==> src/rtl/clkctl_pkg.sv <==
package clkctl_pkg;
  typedef enum logic [1:0] {
    DIV1 = 2'b00,
    DIV2 = 2'b01,
    DIV4 = 2'b10,
    DIV8 = 2'b11
  } div_mode_e;

  typedef struct packed {
    div_mode_e mode;
    logic      osc_stop;
    logic      sel_sub;
  } ctl_reg_t;

  localparam ctl_reg_t CTL_RESET = '{mode: DIV8, osc_stop: 1'b0, sel_sub: 1'b0};
  localparam int       MODE_W    = $bits(div_mode_e);
endpackage

==> src/rtl/clkctl_reg.sv <==
module clkctl_reg
  import clkctl_pkg::*;
(
  input  logic       clk,
  input  logic       rst_n,
  input  logic       wr_i,
  input  logic [3:0] wdata_i,
  input  logic       rd_i,
  input  logic       main_gate_i,
  output ctl_reg_t   ctl_o,
  output logic [3:0] rdata_o
);
  ctl_reg_t ctl_q;
  ctl_reg_t wr_word;
  ctl_reg_t nxt;
  logic     stop_ok;

  assign wr_word = ctl_reg_t'(wdata_i);
  // stop only lands when the core already runs, and stays, on the sub-clock
  assign stop_ok = wr_word.sel_sub & ctl_q.sel_sub & ~main_gate_i;

  always_comb begin
    nxt          = wr_word;
    nxt.osc_stop = wr_word.osc_stop & stop_ok;
  end

  always_ff @(posedge clk or negedge rst_n) begin
    if (!rst_n)    ctl_q <= CTL_RESET;
    else if (wr_i) ctl_q <= nxt;
  end

  assign ctl_o   = ctl_q;
  assign rdata_o = rd_i ? ctl_q : 4'b0000;
endmodule

==> src/rtl/clkctl_srcsw.sv <==
module clkctl_srcsw #(
  parameter int SYNC_N = 2
) (
  input  logic clk,
  input  logic rst_n,
  input  logic sel_sub_i,
  input  logic main_tick_i,
  input  logic sub_tick_i,
  output logic main_gate_o,
  output logic sub_gate_o,
  output logic tick_o
);
  logic [SYNC_N-1:0] m_sync;
  logic [SYNC_N-1:0] s_sync;
  logic              m_req;
  logic              s_req;

  // each side asks to turn on only once the other side's gate is off
  assign m_req = ~sel_sub_i & ~s_sync[SYNC_N-1];
  assign s_req =  sel_sub_i & ~m_sync[SYNC_N-1];

  always_ff @(posedge clk or negedge rst_n) begin
    if (!rst_n) begin
      m_sync <= '1;
      s_sync <= '0;
    end else begin
      m_sync <= {m_sync[SYNC_N-2:0], m_req};
      s_sync <= {s_sync[SYNC_N-2:0], s_req};
    end
  end

  assign main_gate_o = m_sync[SYNC_N-1];
  assign sub_gate_o  = s_sync[SYNC_N-1];
  assign tick_o      = (main_gate_o & main_tick_i) | (sub_gate_o & sub_tick_i);
endmodule

==> src/rtl/clkctl_div.sv <==
module clkctl_div
  import clkctl_pkg::*;
#(
  parameter int MW = MODE_W
) (
  input  logic      clk,
  input  logic      rst_n,
  input  logic      tick_i,
  input  div_mode_e mode_i,
  output logic      ce_o
);
  localparam int NMODES = 1 << MW;
  localparam int CNT_W  = (NMODES > 1) ? NMODES - 1 : 1;

  div_mode_e        act_q;
  logic [CNT_W-1:0] cnt_q;
  logic [CNT_W-1:0] term;
  logic             at_term;

  assign term    = CNT_W'((1 << act_q) - 1);
  assign at_term = (cnt_q == term);

  always_ff @(posedge clk or negedge rst_n) begin
    if (!rst_n) begin
      act_q <= DIV8;
      cnt_q <= '0;
      ce_o  <= 1'b0;
    end else begin
      ce_o <= tick_i & at_term;
      if (tick_i) begin
        if (at_term) begin
          cnt_q <= '0;
          act_q <= mode_i;  // ratio changes only on a period boundary
        end else begin
          cnt_q <= cnt_q + 1'b1;
        end
      end
    end
  end
endmodule

==> src/rtl/sysclk_ctl.sv <==
module sysclk_ctl
  import clkctl_pkg::*;
#(
  parameter int SYNC_N = 2
) (
  input  logic       clk,
  input  logic       rst_n,
  input  logic       main_tick_i,
  input  logic       sub_tick_i,
  input  logic       wr_i,
  input  logic [3:0] wdata_i,
  input  logic       rd_i,
  output logic [3:0] rdata_o,
  input  logic       ext_clk_i,
  input  logic       pd_req_i,
  output logic       pd_grant_o,
  output logic       main_osc_en_o,
  output logic       src_main_o,
  output logic       src_sub_o,
  output logic       sys_ce_o
);
  ctl_reg_t   ctl;
  logic [3:0] ctl_q;
  logic       tick;

  clkctl_reg u_reg (
    .clk(clk), .rst_n(rst_n), .wr_i(wr_i), .wdata_i(wdata_i), .rd_i(rd_i),
    .main_gate_i(src_main_o), .ctl_o(ctl), .rdata_o(rdata_o)
  );

  clkctl_srcsw #(.SYNC_N(SYNC_N)) u_sw (
    .clk(clk), .rst_n(rst_n), .sel_sub_i(ctl.sel_sub),
    .main_tick_i(main_tick_i), .sub_tick_i(sub_tick_i),
    .main_gate_o(src_main_o), .sub_gate_o(src_sub_o), .tick_o(tick)
  );

  clkctl_div u_div (
    .clk(clk), .rst_n(rst_n), .tick_i(tick), .mode_i(ctl.mode), .ce_o(sys_ce_o)
  );

  assign ctl_q         = ctl;
  assign main_osc_en_o = ~ctl.osc_stop;

  always_ff @(posedge clk or negedge rst_n) begin
    if (!rst_n) pd_grant_o <= 1'b0;
    else        pd_grant_o <= pd_req_i & ~ext_clk_i;
  end
endmodule

==> config.mk <==
export PLATFORM = sky130hd
export DESIGN_NAME = sysclk_ctl
export DESIGN_NICKNAME = d
export VERILOG_FILES = /design/src/rtl/clkctl_pkg.sv /design/src/rtl/clkctl_reg.sv /design/src/rtl/clkctl_srcsw.sv /design/src/rtl/clkctl_div.sv /design/src/rtl/sysclk_ctl.sv
export SDC_FILE = /design/constraint.sdc
export NUM_CORES = 1
export LEC_CHECK = 0
export BUFFER_PORTS_ARGS = -buffer_cell sky130_fd_sc_hd__buf_2
export CAP_MARGIN = 5
export CORE_MARGIN = 1.5
export CORE_UTILIZATION = 47
export CTS_CLUSTER_DIAMETER = 80
export DETAILED_ROUTE_END_ITERATION = 7
export HOLD_SLACK_MARGIN = 0.05
export PLACE_DENSITY = 0.81
export SLEW_MARGIN = 20
export SYNTH_ARGS = -nofsm -noshare
export SYNTH_HDL_FRONTEND = slang
export SYNTH_SLANG_ARGS = --single-unit
==> constraint.sdc <==
create_clock -name clk -period 2.1 [get_ports clk]
set_input_delay 0.21 -clock clk [delete_from_list [all_inputs] [get_ports clk]]
set_output_delay 0.21 -clock clk [all_outputs]
set_load 0.05 [all_outputs]
# == Word-level counts from Yosys, hierarchy flattened ==
# Index checks and enable logic that the tools add are counted.
# word_totals
reg_bits,15
inputBits,12
output_inout_bits,9
elab_cells,31
# classes
n_addsub,2
n_eq_ne,1
n_shift,1
n_mux,2
n_bitwise,15
reduce_logical,1
# op_table
cell,n
$and A1 B1 Y1,9
$not A1 Y1,5
$mux W4,1
$add A3 B1 Y3 const B,1
$eq A3 B3 Y1,1
$mux W3,1
$shl A1 B2 Y3 const A,1
$sub A3 B2 Y3 const B,1
$reduce_and A2 Y1,1
$or A1 B1 Y1,1

# == Depth between registers and ports, before layout ==
# Gate-level depths: netlist (run 1).
# logic_depth
depth_word,4
ltp_mapped,4
mapped_depth_nobuf,4

# == By module ==
# Synthesis (run 1) repeated with hierarchy kept, for this count alone.
# unflattened
cells_unflattened,51
area_unflattened_um2,669.4
# modules_own_cells
module,instances,cells_per_inst,area_each_um2
clkctl_div,1,28,316.6
clkctl_reg,1,13,186.4
clkctl_srcsw,1,7,123.9
sysclk_ctl,1,3,42.5

# == Worst setup path before layout (run 1) ==
# No wires, ideal clock.
# synth_timing
kind,register to register
start,register u_div.act_q[0]
end,register u_div.act_q[0]
setup_ns,0.085
arrival_time_ns,1.599
required_time_ns,2.015
path_slack_ns,0.417
path_stages_with_launch,5
path_buffers,0
period_less_slack_ns,1.683
path_cell_list,dfstp_2 > or3b_1 > a211oi_2 > o21bai_2 > mux2_1
# synth_between
elab_chain_cells,4
# synth_lines
element,line_no,text
from (decl),clkctl_div.sv:15,div_mode_e act_q;
from (signal assigned),clkctl_div.sv:33,act_q <= mode_i;
$shl A1 B2 Y3,clkctl_div.sv:20,assign term = CNT_W'((1 << act_q) - 1);
$sub A3 B2 Y3,clkctl_div.sv:20,
$eq A3 B3 Y1,clkctl_div.sv:21,assign at_term = (cnt_q == term);
$reduce_and A2 Y1 (no source line),--,
# Every way passes these cells.
# A chain may end at the register's enable or synchronous reset.

# == Worst setup path after layout (run 1) ==
# Ends and elaborated chain as after synthesis.

==> results.yml, run 1 <==
synth:
  synthArstFlopShare: 1.000
  synth_common_cells: "9 x dfrtp_1, 6 x dfstp_2, 4 x and2_1"
  synth-edff-count: 0
  synth_warnings: 0
  synth.distinct_cells: 25
  avgSynthCellArea_um2: 13.21
  netlist_instances: 50
  synth_area_um2: 660.6
  synthesis.nets: 63
  netlist.area_leader.share: 0.3409
  yosys-top-cells-area: "dfrtp_1 34%, dfstp_2 24%, mux2_2 5.1%"
  synth-seq-cells: 15
  ys.flop_type: "dfrtp_1"
  yosysMostFrequentCell: "dfrtp_1"
  yosysTopAreaCell: "dfrtp_1"
  yosysSeqAreaShare: 0.5795
critical_path:
  slowest_delay_ns: 0.57
  worst_ep_arrival_time_ns: 2.01
  startpoint_type: "register"
  worst-setup-path-type: "register to register"
  crit_chain: "or3b_1, a211oi_2, o21bai_2, mux2_1"
  critPathMaxFanout: 5
  crit_required_ns: 2.31
  cpMaxStageDelayCell: "dfstp_2"
  worstSetupEndpointType: "register"
clock_network:
  clk_latency_ns: 0.28
  htreeDepth: 1
  cts_made_buffers: 3
  clock-root-buffer: "clkbuf_4"
  cts_tree: "built"
  clkTransAtPathRegs_ns: 0.09
  clockBufferDepth: 2
  cts.sinks: 15
floorplanning:
  die_h_um: 40.49
  core_area_mm2: 0.001301
  dieArea_mm2: 0.001639
  start_util: 0.5077
  rows: 13
  die_x_um: 40.49
  ios: 21
sta:
  worst_pin_slew_ns: 0.5289
  fin_skew_ns: 0.003781
  fin_setup_tns_ns: 0
  max_freq_ghz: 0.5530
  min_period_ns: 1.808
  period_share: 0.8612
  hold_viol: 0
  rsz0062_at_grt: "false"
  setup_viol: 0
  drv_slew: 0
  maxSlewHeadroom: 0.6474
placement:
  portBuffers: 20
  dpl_cell_area_um2: 779.5
  hpwl_um: 820.9
  place_congestion: 0.6594
detailed_routing:
  wire_per_inst_um: 11.98
  dr_total_vias: 467
  drc: 0
  routed_wl_mm: 1.078
  drtIter0Drc: 1
  via_per_inst: 5.189
  drt-pass1-iter-count: 4
  drtAntennaViolNets: 0
layout:
  synthToLayoutAreaGrowth_pct: 23.67
  n_antenna_cell: 0
  drive_gt1_frac: 0.4933
  final_area_um2: 817.0
  nNetsFinal: 89
hold_path:
  hold_class: "input port to register"
pwr:
  p_per_area_mw_per_mm2: 1050
  ir_worst_vdd_mv: 0.5918
  power.leakage_nw: 0.3798
grt:
  antenna_found_initial: 0
  grt_overflow_total: 0
  grt_max_degree: 16
  grt_usage: 0.1816
  grt_pass1_vias: 455
  grt_pass1_wl_mm: 1.918
run_status:
  status: "finished clean"
flow_run:
  maxCapViolCount: 0
-- metrics by stage --
stage          worst slack [ns]  hold slack (ns)    util  power [mW]  cells
2_1_floorplan            0.4166         -0.08559       -      0.6351     50
3_3_place_gp             0.3875           0.1202  0.5990      0.6920     85
3_5_place_dp             0.2997           0.1253  0.5990      0.7040     85
4_1_cts                  0.2817          0.06085  0.6279      0.8678     90
5_1_grt                  0.2394          0.06402  0.6279      0.9144     90
6_report                 0.2915          0.06948  0.6279      0.8576     90
-- cell usage in the layout, fill, tap and decap left out, drive strengths merged, types with 2 or more instances in the layout --
cell type  synthesis  final
and2               4      4
buf                0     20
clkbuf             0      3
dfrtp              9      9
dfstp              6      6
inv                3      3
mux2               5      5
nand4              2      2
nor2               2      2
nor2b              3      3
-- worst paths after layout --
path,from,endpoint,slack [ns],depth (start not counted)
min in group asynchronous,rst_n,u_reg.ctl_o[1],0.35,2
setup reg to reg,u_div.act_q[0],u_div.act_q[0],0.29,4
setup / recovery,u_div.act_q[0],u_div.act_q[0],0.29,4
max in group asynchronous,rst_n,u_reg.ctl_o[3],1.46,2
hold / removal,ext_clk_i,pd_grant_o,0.07,2
hold reg to reg,u_sw.m_sync[0],u_sw.m_sync[1],0.36,0
-- registers in the layout, summed over array words and instances, names as in the netlist --
| register | flops |
|---|---|
| u_reg.ctl_o | 4 |
| u_div.cnt_q | 3 |
| u_div.act_q | 2 |
| u_sw.m_sync | 2 |
| u_div.ce_o | 1 |
| u_sw.s_sync | 2 |
| pd_grant_o | 1 |
-- per-layer routing --
layer / vias to the layer above / GRT usage / wire (um)
li1: 233 / - / -
met1: 219 / 0.2049 / 465
met2: 15 / 0.3214 / 564
met3: 0 / 0.02778 / 49
met4: 0 / 0.1000 / 0
met5: - / 0 / 0
-- final cells by class --
type / instances / area, um2
fill: 106 / 484.2
sequential: 15 / 382.9
multi-input combinational: 32 / 266.5
timing repair buffer: 21 / 110.1
tap: 15 / 18.77
inverter: 3 / 11.26
clock inverter: 1 / 5.005
clock buffer: 3 / 22.52
-- worst max-delay path: cells and delay by family, from the launching register on --
family | cells | cell delay [ns]
flip-flops | 1 | 0.57
AO/OA/AOI/OAI | 2 | 0.47
AND/OR/NAND/NOR | 1 | 0.36
multiplexers | 1 | 0.33
-- power breakdown --
group	internal, mW	switching (mW)
Combinational	0.112	0.135
Clock	0.0705	0.0883
Sequential	0.375	0.0770
-- kinds of logic (layout without fill, tap and decap cells) --
family,Yosys count,in the layout,synth area share
compound gates,8,8,0.1231
simple gates,18,18,0.1761
buf+inv,3,28,0.01704
mux,5,5,0.08522
flops,15,15,0.5795
fa+ha+maj,1,1,0.01894
-- repair_timing --
action	CTS	global route
buffers inserted	0	0
hold buffers	1	0
endpoints found under the hold margin	9	0
gates resized for setup	0	0
Note: power is estimated with default switching activity, not from simulation.
==> run 2, diff against run 1 <==
==> constraint.sdc (replaced) <==
create_clock -name clk -period 2.1 [get_ports clk]
set_input_delay 0 -clock clk [delete_from_list [all_inputs] [get_ports clk]]
set_output_delay 0 -clock clk [all_outputs]
set_load 0.05 [all_outputs]
==> run 2 against run 1 <==
Clock skew rose by 0.0059 ns. Fmax fell by 0.15%. Combinational power rose by 8%. Via count rose by 17%. Non-clock buffer count rose by 8. Sequential share of layout area fell by 4.2 points. Worst setup slack got worse by 0.0026 ns. Count of clock-buffer cells in the layout did not move. Sequential power barely moved. Routed wire length rose by 44%. Critical path type unchanged. Largest cell class unchanged. Highest routed layer is now met4.
==> results.yml, run 2 (synthesized netlist as in run 1, its figures left out) <==
sta:
  worst_pin_slew_ns: 0.5211
  drv_slew: 0
  min_period_ns: 1.811
  max_freq_ghz: 0.5522
  setup_viol: 0
  hold_viol: 0
  period_share: 0.8624
  maxSlewHeadroom: 0.6526
  rsz0062_at_grt: "false"
  fin_skew_ns: 0.009706
  fin_setup_tns_ns: 0
layout:
  drive_gt1_frac: 0.4458
  final_common_cell: "buf_2"
  n_antenna_cell: 0
  nNetsFinal: 97
  final_area_um2: 897.1
  largest_reg_flops: 4
  layout_common_cells: "20 x buf_2, 9 x dlygate4sd3_1, 9 x dfrtp_1"
  synthToLayoutAreaGrowth_pct: 35.80
detailed_routing:
  routed_wl_mm: 1.547
  drtAntennaViolNets: 0
  drt-pass1-iter-count: 4
  drtIter0Drc: 8
  wire_per_inst_um: 15.79
  drc: 0
  dr_total_vias: 545
  via_per_inst: 5.561
floorplanning:
  ios: 21
  start_util: 0.5077
  dieArea_mm2: 0.001639
  die_h_um: 40.49
  die_x_um: 40.49
  core_area_mm2: 0.001301
  rows: 13
clock_network:
  clock-root-buffer: "clkbuf_4"
  cts.sinks: 15
  clockBufferDepth: 2
  clkTransAtPathRegs_ns: 0.09
  cts_resized: 0
  cts_tree: "built"
  cts_made_buffers: 3
  clk_latency_ns: 0.28
  htreeDepth: 1
critical_path:
  critPathMaxFanout: 5
  path_buf_inv: 0
  worst_ep_arrival_time_ns: 2.03
  startpoint_type: "register"
  r2r_start: "u_div.act_q[0]"
  r2r_slack_ns: 0.29
  worstSetupEndpointType: "register"
  slowest_delay_ns: 0.57
  r2r_end: "u_div.act_q[0]"
  worst-setup-path-type: "register to register"
  crit_required_ns: 2.32
  path_delay_family: "flip-flops"
  reg2reg_depth: 4
  crit_chain: "or3b_1, a211oi_2, o21bai_2, mux2_1"
  cpMaxStageDelayCell: "dfstp_2"
placement:
  dpl_cell_area_um2: 779.5
  hpwl_um: 820.9
  place_congestion: 0.6594
  portBuffers: 20
run_status:
  status: "finished clean"
grt:
  antenna_found_initial: 0
  grt_busiest_layer: "met2"
  grt_max_degree: 16
  use_met3: 0.05556
  grt_pass1_wl_mm: 2.490
  grt_pass1_vias: 554
  grtUsageMet2: 0.4365
  grtUsageMet1: 0.2796
  grt_overflow_total: 0
  grt_usage: 0.2480
flow_run:
  maxCapViolCount: 0
pwr:
  power.leakage_nw: 0.4170
  ir_worst_vdd_mv: 0.5691
  p_per_area_mw_per_mm2: 985.3
hold_path:
  hold_class: "input port to asynchronous set/reset pin"
-- run 2: repair_timing --
action	in CTS	in global routing
endpoints found under the hold margin	20	0
hold buffers	9	0
buffers inserted	0	0
-- run 2: area by class of cell --
class                      count  area (um2)
clock buffer                   3       22.52
clock inverter                 1       5.005
fill                          88       404.1
inverter                       3       11.26
multi-input combinational     32       266.5
sequential                    15       382.9
tap                           15       18.77
timing repair buffer          29       190.2
-- run 2: routing by layer --
metal	up-vias	part of all wire
met5	-	0
met4	0	0.030
met3	10	0.050
met2	30	0.52
met1	260	0.40
li1	245	-
-- run 2: where the power goes --
group | internal, mW | leakage [nW] | total [mW] | switching, mW
registers | 0.375 | 0.174 | 0.455 | 0.0798
clock network | 0.0707 | 0.0177 | 0.163 | 0.0928
logic | 0.124 | 0.225 | 0.266 | 0.142
total | 0.569 | 0.417 | 0.884 | 0.315
-- run 2: worst max-delay path by stage --
stage	startpoint	depth (start not counted)	slack, ns	end
finish	u_div.act_q[0]	4	0.29	u_div.act_q[0]
global route	u_div.act_q[0]	4	0.23	u_div.act_q[1]
CTS	u_div.act_q[0]	4	0.28	u_div.act_q[0]
detailed placement	u_div.act_q[0]	4	0.30	u_div.act_q[0]
global placement	u_div.act_q[0]	4	0.39	u_div.act_q[1]
floorplan	u_div.act_q[0]	4	0.42	u_div.act_q[0]
-- run 2: through the flow --
step,hold slack (ns),std cells,worst slack [ns],util,power (mW)
2_1_floorplan,-0.2956,50,0.4166,-,0.6351
3_3_place_gp,-0.08978,85,0.3875,0.5990,0.6920
3_5_place_dp,-0.08472,85,0.2997,0.5990,0.7040
4_1_cts,0.1357,98,0.2817,0.6894,0.8805
5_1_grt,0.1726,98,0.2347,0.6894,0.9350
6_report,0.1523,98,0.2889,0.6894,0.8839
